===== config.mk =====
export PLATFORM = sky130hd
export DESIGN_NAME = bcd_calendar_clock
export DESIGN_NICKNAME = d
export VERILOG_FILES = /design/src/rtl/calclk_pkg.sv /design/src/rtl/calclk_prescaler.sv /design/src/rtl/calclk_bcd_field.sv /design/src/rtl/bcd_calendar_clock.sv
export SDC_FILE = /design/constraint.sdc
export NUM_CORES = 1
export LEC_CHECK = 0
export BUFFER_PORTS_ARGS = -buffer_cell sky130_fd_sc_hd__buf_2
export CORE_MARGIN = 10
export CORE_UTILIZATION = 52
export CTS_CLUSTER_DIAMETER = 30
export CTS_CLUSTER_SIZE = 40
export DETAILED_ROUTE_END_ITERATION = 8
export PLACE_DENSITY = 0.83
export SLEW_MARGIN = 20
export SYNTH_ARGS = -nofsm -noshare
export SYNTH_HDL_FRONTEND = slang
export SYNTH_SLANG_ARGS = --single-unit

===== constraint.sdc =====
create_clock -name clk -period 4 [get_ports clk]
set_clock_uncertainty 0.15 [all_clocks]
set_input_delay 1.2 -clock clk [delete_from_list [all_inputs] [get_ports clk]]
set_output_delay 1.2 -clock clk [all_outputs]
set_load 0.1 [all_outputs]

===== src/rtl/calclk_pkg.sv =====
package calclk_pkg;

   localparam int NF      = 8;
   localparam int F_HUND  = 0;
   localparam int F_SEC   = 1;
   localparam int F_MIN   = 2;
   localparam int F_HOUR  = 3;
   localparam int F_DOW   = 4;
   localparam int F_DATE  = 5;
   localparam int F_MON   = 6;
   localparam int F_YEAR  = 7;

   function automatic logic [7:0] bcd_inc(input logic [7:0] v);
      if (v[3:0] >= 4'd9) return {v[7:4] + 4'd1, 4'd0};
      else                return {v[7:4], v[3:0] + 4'd1};
   endfunction

   // bits a write may load; hundredths only ever load zero
   function automatic logic [7:0] field_mask(input int i);
      case (i)
         F_HUND:           return 8'h00;
         F_SEC, F_MIN:     return 8'h7F;
         F_HOUR, F_DATE:   return 8'h3F;
         F_DOW:            return 8'h07;
         F_MON:            return 8'h1F;
         default:          return 8'hFF;
      endcase
   endfunction

   function automatic logic [7:0] field_lo(input int i);
      if (i == F_DOW || i == F_DATE || i == F_MON) return 8'h01;
      else                                        return 8'h00;
   endfunction

   function automatic logic [7:0] field_hi(input int i);
      case (i)
         F_SEC, F_MIN: return 8'h59;
         F_HOUR:       return 8'h23;
         F_DOW:        return 8'h07;
         F_DATE:       return 8'h31;
         F_MON:        return 8'h12;
         default:      return 8'h99;
      endcase
   endfunction

   // divisible by 4 in BCD: even tens -> units 0/4/8, odd tens -> units 2/6
   function automatic logic bcd_leap(input logic [7:0] y);
      if (y[4]) return (y[3:0] == 4'd2) || (y[3:0] == 4'd6);
      else      return (y[3:0] == 4'd0) || (y[3:0] == 4'd4) || (y[3:0] == 4'd8);
   endfunction

   function automatic logic [7:0] month_days(input logic [7:0] m, input logic [7:0] y);
      case (m)
         8'h02:                      return bcd_leap(y) ? 8'h29 : 8'h28;
         8'h04, 8'h06, 8'h09, 8'h11: return 8'h30;
         default:                    return 8'h31;
      endcase
   endfunction

endpackage


===== src/rtl/calclk_prescaler.sv =====
module calclk_prescaler #(
   parameter int OSC_HZ  = 32768,
   parameter int TICK_HZ = 100
) (
   input  logic clk,
   input  logic rst_n,
   input  logic osc_tick,
   input  logic run,
   input  logic clear,
   output logic tick
);
   localparam int AW = $clog2(OSC_HZ) + 1;
   localparam logic [AW-1:0] STEP = AW'(TICK_HZ);
   localparam logic [AW-1:0] WRAP = AW'(OSC_HZ);
   localparam logic [AW-1:0] THR  = AW'(OSC_HZ - TICK_HZ);

   initial begin
      a_r4_ratio_legal: assert (TICK_HZ > 0 && 2 * TICK_HZ <= OSC_HZ)
         else $error("prescaler needs 0 < 2*TICK_HZ <= OSC_HZ");
   end

   logic [AW-1:0] acc;
   logic          hit;

   assign hit  = (acc >= THR);
   assign tick = osc_tick & run & ~clear & hit;

   always_ff @(posedge clk or negedge rst_n) begin
      if (!rst_n)               acc <= '0;
      else if (clear)           acc <= '0;
      else if (osc_tick && run) acc <= hit ? (acc + STEP - WRAP) : (acc + STEP);
   end

   a_r4_acc_below_wrap: assert property (@(posedge clk) disable iff (!rst_n)
      acc < WRAP);
   a_r4_tick_single: assert property (@(posedge clk) disable iff (!rst_n)
      tick |=> !tick);
   a_r11_no_tick_stopped: assert property (@(posedge clk) disable iff (!rst_n)
      !run |-> !tick);

endmodule


===== src/rtl/calclk_bcd_field.sv =====
module calclk_bcd_field #(
   parameter logic [7:0] LO = 8'h00,
   parameter logic [7:0] HI = 8'h99
) (
   input  logic       clk,
   input  logic       rst_n,
   input  logic       inc,
   input  logic       wr,
   input  logic [7:0] wr_val,
   input  logic [7:0] wrap_at,
   output logic [7:0] value,
   output logic       carry
);
   import calclk_pkg::*;

   initial begin
      a_r1_bounds_order: assert (LO <= HI) else $error("field bounds reversed");
   end

   // packed BCD compares like binary, so >= also recovers from a too-large value
   assign carry = inc & (value >= wrap_at);

   always_ff @(posedge clk or negedge rst_n) begin
      if (!rst_n)     value <= LO;
      else if (wr)    value <= wr_val;
      else if (carry) value <= LO;
      else if (inc)   value <= bcd_inc(value);
   end

   a_r1_bcd_digits: assert property (@(posedge clk) disable iff (!rst_n)
      (value[3:0] <= 4'd9) && (value[7:4] <= 4'd9));
   a_r1_in_range: assert property (@(posedge clk) disable iff (!rst_n)
      (value >= LO) && (value <= HI));
   a_r5_hold_idle: assert property (@(posedge clk) disable iff (!rst_n)
      (!inc && !wr) |=> $stable(value));
   a_r5_wrap_low: assert property (@(posedge clk) disable iff (!rst_n)
      (carry && !wr) |=> (value == LO));

endmodule


===== src/rtl/bcd_calendar_clock.sv =====
module bcd_calendar_clock
   import calclk_pkg::*;
#(
   parameter int OSC_HZ  = 32768,
   parameter int TICK_HZ = 100
) (
   input  logic        clk,
   input  logic        rst_n,
   input  logic        osc_tick,
   input  logic [7:0]  wr_en,
   input  logic [63:0] wr_data,
   output logic        tick_100hz,
   output logic [7:0]  hund_o,
   output logic [7:0]  sec_o,
   output logic [7:0]  min_o,
   output logic [7:0]  hour_o,
   output logic [7:0]  dow_o,
   output logic [7:0]  date_o,
   output logic [7:0]  month_o,
   output logic [7:0]  year_o
);
   localparam int DW = NF * 8;

   initial begin
      a_r1_port_width: assert ($bits(wr_data) == DW) else $error("data width");
   end

   logic          any_wr;
   logic          pre_tick;
   logic          stop_q, ceb_q, cb_q;
   logic [NF-1:0] inc, carry, fwr;
   logic [7:0]    val [NF];
   logic [7:0]    lim [NF];
   logic [7:0]    dim;

   assign any_wr = |wr_en;

   calclk_prescaler #(.OSC_HZ(OSC_HZ), .TICK_HZ(TICK_HZ)) u_prescaler (
      .clk      (clk),
      .rst_n    (rst_n),
      .osc_tick (osc_tick),
      .run      (~stop_q),
      .clear    (any_wr),
      .tick     (pre_tick)
   );

   assign tick_100hz = pre_tick;
   assign dim        = month_days(val[F_MON], val[F_YEAR]);

   // carry chain: day of week and date both step on the hour wrap
   always_comb begin
      inc         = '0;
      inc[F_HUND] = pre_tick;
      inc[F_SEC]  = carry[F_HUND];
      inc[F_MIN]  = carry[F_SEC];
      inc[F_HOUR] = carry[F_MIN];
      inc[F_DOW]  = carry[F_HOUR];
      inc[F_DATE] = carry[F_HOUR];
      inc[F_MON]  = carry[F_DATE];
      inc[F_YEAR] = carry[F_MON];
   end

   for (genvar i = 0; i < NF; i++) begin : g_field
      if (i == F_DATE) begin : g_dyn
         assign lim[i] = dim;
      end else begin : g_fix
         assign lim[i] = field_hi(i);
      end
      if (i == F_HUND) begin : g_any
         assign fwr[i] = any_wr;
      end else begin : g_own
         assign fwr[i] = wr_en[i];
      end
      calclk_bcd_field #(.LO(field_lo(i)), .HI(field_hi(i))) u_field (
         .clk     (clk),
         .rst_n   (rst_n),
         .inc     (inc[i]),
         .wr      (fwr[i]),
         .wr_val  (wr_data[8*i +: 8] & field_mask(i)),
         .wrap_at (lim[i]),
         .value   (val[i]),
         .carry   (carry[i])
      );
   end

   always_ff @(posedge clk or negedge rst_n) begin
      if (!rst_n) begin
         stop_q <= 1'b0;
         ceb_q  <= 1'b0;
         cb_q   <= 1'b0;
      end else begin
         if (wr_en[F_SEC]) stop_q <= wr_data[8*F_SEC + 7];
         if (wr_en[F_HOUR]) begin
            ceb_q <= wr_data[8*F_HOUR + 7];
            cb_q  <= wr_data[8*F_HOUR + 6];
         end else if (carry[F_YEAR] && ceb_q) begin
            cb_q  <= ~cb_q;
         end
      end
   end

   assign hund_o  = val[F_HUND];
   assign sec_o   = {stop_q, val[F_SEC][6:0]};
   assign min_o   = val[F_MIN];
   assign hour_o  = {ceb_q, cb_q, val[F_HOUR][5:0]};
   assign dow_o   = val[F_DOW];
   assign date_o  = val[F_DATE];
   assign month_o = val[F_MON];
   assign year_o  = val[F_YEAR];

   a_r3_write_clears_hund: assert property (@(posedge clk) disable iff (!rst_n)
      any_wr |=> (hund_o == 8'h00));
   a_r11_stop_freezes: assert property (@(posedge clk) disable iff (!rst_n)
      (stop_q && !any_wr) |=> $stable({hund_o, min_o, hour_o, dow_o, date_o, month_o, year_o}));
   a_r10_century_holds: assert property (@(posedge clk) disable iff (!rst_n)
      (carry[F_YEAR] && !ceb_q && !wr_en[F_HOUR]) |=> $stable(cb_q));
   a_r10_century_flips: assert property (@(posedge clk) disable iff (!rst_n)
      (carry[F_YEAR] && ceb_q && !wr_en[F_HOUR]) |=> (cb_q != $past(cb_q)));
   a_r6_dow_wraps: assert property (@(posedge clk) disable iff (!rst_n)
      (carry[F_DOW] && !wr_en[F_DOW]) |=> (dow_o == 8'h01));
   a_r8_date_fits_month: assert property (@(posedge clk) disable iff (!rst_n)
      (inc[F_DATE] && !any_wr) |=> (date_o <= dim));

endmodule


==> report_table.html <==
<table>
<tr><th>Metric</th><th>Value</th></tr>
<tr><th colspan="2">Outcome</th></tr>
<tr><td>Outcome</td><td>completed</td></tr>
<tr><th colspan="2">Yosys</th></tr>
<tr><td>Number of register bits inferred by synthesis</td><td>81</td></tr>
<tr><td>Portion of the post-synthesis area used by sequential elements</td><td>0.3684</td></tr>
<tr><td>Dominant cell type by area after synthesis</td><td>dfrtp_1</td></tr>
<tr><td>Cell area after synthesis</td><td>roughly 5500 um^2</td></tr>
<tr><td>Count of cell types in the netlist</td><td>a little under 70</td></tr>
<tr><td>Number of synthesized flops with an enable pin</td><td>0</td></tr>
<tr><td>Share of the synthesized area in the top cell type</td><td>0.3541</td></tr>
<tr><td>Dominant cells by area after synthesis</td><td>dfrtp_1 35%, ha_1 11%, o21ai_0 4.0%, nand2_1 3.8%, a21oi_1 3.7%</td></tr>
<tr><td>Syn. warnings</td><td>0</td></tr>
<tr><td>Avg Inst Size Synth</td><td>8.877 um^2</td></tr>
<tr><td>Syn Inst Count</td><td>~620</td></tr>
<tr><td>Most used flip-flop cell after synthesis</td><td>dfrtp_1</td></tr>
<tr><td>Synth Net Count</td><td>approximately 740</td></tr>
<tr><td>Async set-reset flop share out of synthesis</td><td>1.000</td></tr>
<tr><th colspan="2">Floorplanning</th></tr>
<tr><td>Die outline area</td><td>between 15000 and 20000 um^2</td></tr>
<tr><td>Initial Util</td><td>0.5340</td></tr>
<tr><td>Die outline width</td><td>between 100 and 150 um</td></tr>
<tr><td>Number of ports placed on the die boundary</td><td>between 100 and 150</td></tr>
<tr><td>Die H</td><td>123.0 um</td></tr>
<tr><td>Standard-cell rows</td><td>37</td></tr>
<tr><td>Core Box Area</td><td>between 10000 and 15000 um^2</td></tr>
<tr><th colspan="2">Routing</th></tr>
<tr><td>Residual antenna-violating net count after detailed routing</td><td>0</td></tr>
<tr><td>Count of TritonRoute iterations in the first routing pass</td><td>5</td></tr>
<tr><td>Via Count</td><td>approximately 5100</td></tr>
<tr><td>Total wirelength of the detailed-routed design</td><td>between 15 and 20 mm</td></tr>
<tr><td>Average wire length per cell after detail routing</td><td>roughly 17 um</td></tr>
<tr><td>DRC viols</td><td>0</td></tr>
<tr><td>1st-iter DRT viols</td><td>approximately 440</td></tr>
<tr><td>Via-per-instance ratio</td><td>~5.8</td></tr>
<tr><th colspan="2">Critical path</th></tr>
<tr><td>Start-to-end type of the worst setup path</td><td>input port to output port</td></tr>
<tr><td>Worst endpoint required time</td><td>~2.7 ns</td></tr>
<tr><td>Worst r2r src</td><td>g_field[6].u_field.value[0]</td></tr>
<tr><td>Worst EP arrival</td><td>roughly 2.6 ns</td></tr>
<tr><td>FF-to-FF End</td><td>g_field[7].u_field.value[4]</td></tr>
<tr><td>Category of the worst setup path capture point</td><td>output port</td></tr>
<tr><td>Crit path launch type</td><td>input port</td></tr>
<tr><td>Worst r2r path cells</td><td>15</td></tr>
<tr><td>R2R setup slack</td><td>approximately 0.32 ns</td></tr>
<tr><td>Highest net fanout along the worst path</td><td>2</td></tr>
<tr><th colspan="2">Clocking</th></tr>
<tr><td>Clock root cell</td><td>clkbuf_8</td></tr>
<tr><td>Number of buffers inserted during clock tree synthesis</td><td>9</td></tr>
<tr><td>Clk slew on worst S/H paths</td><td>0.07 ns</td></tr>
<tr><td>Clk sinks</td><td>81</td></tr>
<tr><td>Clk buf depth</td><td>2</td></tr>
<tr><td>Clock tree from TritonCTS</td><td>yes</td></tr>
<tr><td>H-tree level count</td><td>3</td></tr>
<tr><td>Clk Latency, worst-skew pair</td><td>~0.36 ns</td></tr>
<tr><th colspan="2">Cells and area</th></tr>
<tr><td>Area occupied by multi-input gates</td><td>between 3000 and 4000 um^2</td></tr>
<tr><td>Post-layout instance count excluding filler cells</td><td>slightly below 900</td></tr>
<tr><td>Most common cell after layout, fill and taps aside</td><td>buf_2</td></tr>
<tr><td>Number of diodes added for antenna fixing</td><td>0</td></tr>
<tr><td>Leading cell types in the layout, fill and taps excluded</td><td>118 x buf_2, 77 x dfrtp_1, 55 x nand2_1, 48 x inv_1, 48 x ha_1</td></tr>
<tr><td>Fraction of layout cells with a size suffix above 1</td><td>0.2560</td></tr>
<tr><td>Final net count</td><td>864</td></tr>
<tr><td>Area occupied by registers</td><td>between 2000 and 2500 um^2</td></tr>
<tr><td>Final core utilization</td><td>0.6288</td></tr>
<tr><td>Area overhead of the layout relative to synthesis</td><td>17.75%</td></tr>
<tr><td>Number of inserted filler cells in the final layout</td><td>850</td></tr>
<tr><th colspan="2">Timing</th></tr>
<tr><td>RSZ-0062 raised after global routing</td><td>no</td></tr>
<tr><td>Relative max-transition margin</td><td>0.4810</td></tr>
<tr><td>Setup_tns</td><td>0 ns</td></tr>
<tr><td>Setup-violating endpoint count in the final report</td><td>0</td></tr>
<tr><td>Post-layout minimum cycle time</td><td>between 3 and 4 ns</td></tr>
<tr><td>Post-layout worst setup margin</td><td>just over 0.08 ns</td></tr>
<tr><td>Top achievable clock speed</td><td>255.3 MHz</td></tr>
<tr><td>Max-slew violation count</td><td>0</td></tr>
<tr><td>Final worst-path cycle share</td><td>0.9793</td></tr>
<tr><td>Fin. Hold Viols</td><td>0</td></tr>
<tr><td>Worst slew pin tran</td><td>just under 0.8 ns</td></tr>
<tr><th colspan="2">Placement</th></tr>
<tr><td>Worst setup slack before clock tree synthesis</td><td>between 0.04 and 0.05 ns</td></tr>
<tr><td>Last weighted congestion value of the routability-driven placer</td><td>~0.93</td></tr>
<tr><td>Count of buffers inserted at the top-level ports</td><td>120</td></tr>
<tr><td>Placed insts</td><td>about 860</td></tr>
<tr><td>Post-DP HPWL</td><td>about 12 mm</td></tr>
<tr><th colspan="2">Run</th></tr>
<tr><td>Maximum capacitance violations</td><td>0</td></tr>
<tr><th colspan="2">Global route</th></tr>
<tr><td>Via count of the first global-routing pass</td><td>just over 5000</td></tr>
<tr><td>Maximum number of pins on one net before global-route repair</td><td>52</td></tr>
<tr><td>Global route overflow</td><td>0</td></tr>
<tr><td>Overall global routing resource usage</td><td>0.1998</td></tr>
<tr><td>Wire length of the first global-routing pass</td><td>between 20 and 25 mm</td></tr>
<tr><td>Initial antenna violation count</td><td>0</td></tr>
<tr><th colspan="2">Hold path</th></tr>
<tr><td>Hold/Removal Path Class</td><td>flip-flop to flip-flop</td></tr>
<tr><td>Destination of the worst hold path</td><td>g_field[1].u_field.value[7]</td></tr>
<tr><td>Cell depth of the worst min-delay path</td><td>1</td></tr>
<tr><td>Source of the worst hold timing path</td><td>g_field[1].u_field.value[7]</td></tr>
<tr><th colspan="2">Pwr</th></tr>
<tr><td>Highest ir drop seen on vdd</td><td>approximately 240 uV</td></tr>
<tr><td>Leakage power</td><td>3.118 nW</td></tr>
<tr><td>Pwr per Cell Area</td><td>around 360 nW/um^2</td></tr>
</table>
## routing by layer
metal	wire (um)	vias to the layer above	GRT usage
li1	-	2443	-
met1	6421	2475	0.2427
met2	7568	176	0.3303
met3	985	36	0.04330
met4	431	0	0.09720
met5	0	-	0
## critical path, cell delays in order
cell and delay, ns:
buf_2 0.12, or4_1 0.61, nor3_4 0.22, nand2_2 0.10
clkinvlp_4 0.14, buf_12 0.17
## flip-flops by register name, indices dropped and copies added (netlist names)
register and flops:
g_field.u_field.value 64, u_prescaler.acc 14, cb_q 1, ceb_q 1, stop_q 1
## worst max path at each step
| stage | endpoint | slack [ns] | start | cells after the start |
|---|---|---|---|---|
| floorplan | tick_100hz | -0.03 | wr_en[4] | 4 |
| global placement | tick_100hz | 0.08 | wr_en[4] | 6 |
| global route | g_field[7].u_field.value[4] | 0.01 | g_field[6].u_field.value[0] | 15 |
| detailed placement | g_field[5].u_field.value[1] | 0.05 | wr_en[4] | 9 |
| CTS | tick_100hz | 0.07 | wr_en[4] | 6 |
| finish | tick_100hz | 0.08 | wr_en[4] | 6 |
## what timing repair did
action	CTS	global route
setup buffers	0	2
gates resized for setup	0	1
hold buffers	0	0
endpoints found under the setup margin	0	3
## cell usage after synthesis (3+ instances only)
cell,number
buf_2,3
or4_1,5
nor3_1,12
xnor2_1,5
buf_4,17
nand2_1,56
inv_1,49
nand3_1,24
or3_1,5
and2_1,9
dfstp_2,3
nor2_1,47
mux2i_1,3
a211oi_1,3
nand3b_1,4
a32oi_1,3
ha_1,48
o21ai_0,44
clkbuf_1,12
dfrtp_1,78
nand4b_1,3
xor2_1,8
o31a_1,5
o41ai_1,3
mux2_2,10
o211ai_1,4
nor4_1,11
a31oi_1,17
nor2b_1,7
nand4_1,11
o31ai_1,6
and3_1,5
nor3b_1,7
nand2b_1,7
a21oi_1,41
## per-stage QoR
| step | area (um^2) | hold slack, ns | total power [W] |
|---|---|---|---|
| after floorplan | 5520 | 0.3044 | 0.001581 |
| after global placement | 6285 | 0.3240 | 0.001726 |
| after detailed placement | 6285 | 0.3232 | 0.001750 |
| after CTS | 6470 | 0.3444 | 0.002327 |
| after global routing | 6491 | 0.3776 | 0.002441 |
| final | 6491 | 0.3429 | 0.002328 |
## cell families after synthesis
logic type,after synthesis,synth area share
xor+xnor,13,0.02065
flops,81,0.3684
buf+inv,82,0.06945
simple gates,231,0.2277
compound gates,153,0.1791
fa+ha+maj,48,0.1089
mux,13,0.02587
## final cells by class
class / count / area share
sequential: 81 / 0.3130
timing repair buffer: 142 / 0.1245
tap: 136 / 0.02621
inverter: 49 / 0.02891
multi-input combinational: 458 / 0.4788
clock buffer: 14 / 0.02660
clock inverter: 2 / 0.001928
## power by group
part | internal (W) | leakage (nW) | switching, W | total [W]
combinational | 0.000186 | 2.00 | 0.000604 | 0.000790
sequential | 0.000870 | 1.03 | 0.0000826 | 0.000952
clock | 0.000277 | 0.0927 | 0.000309 | 0.000586
total | 0.00133 | 3.12 | 0.000995 | 0.00233
Power figures use the tool's default switching activity.
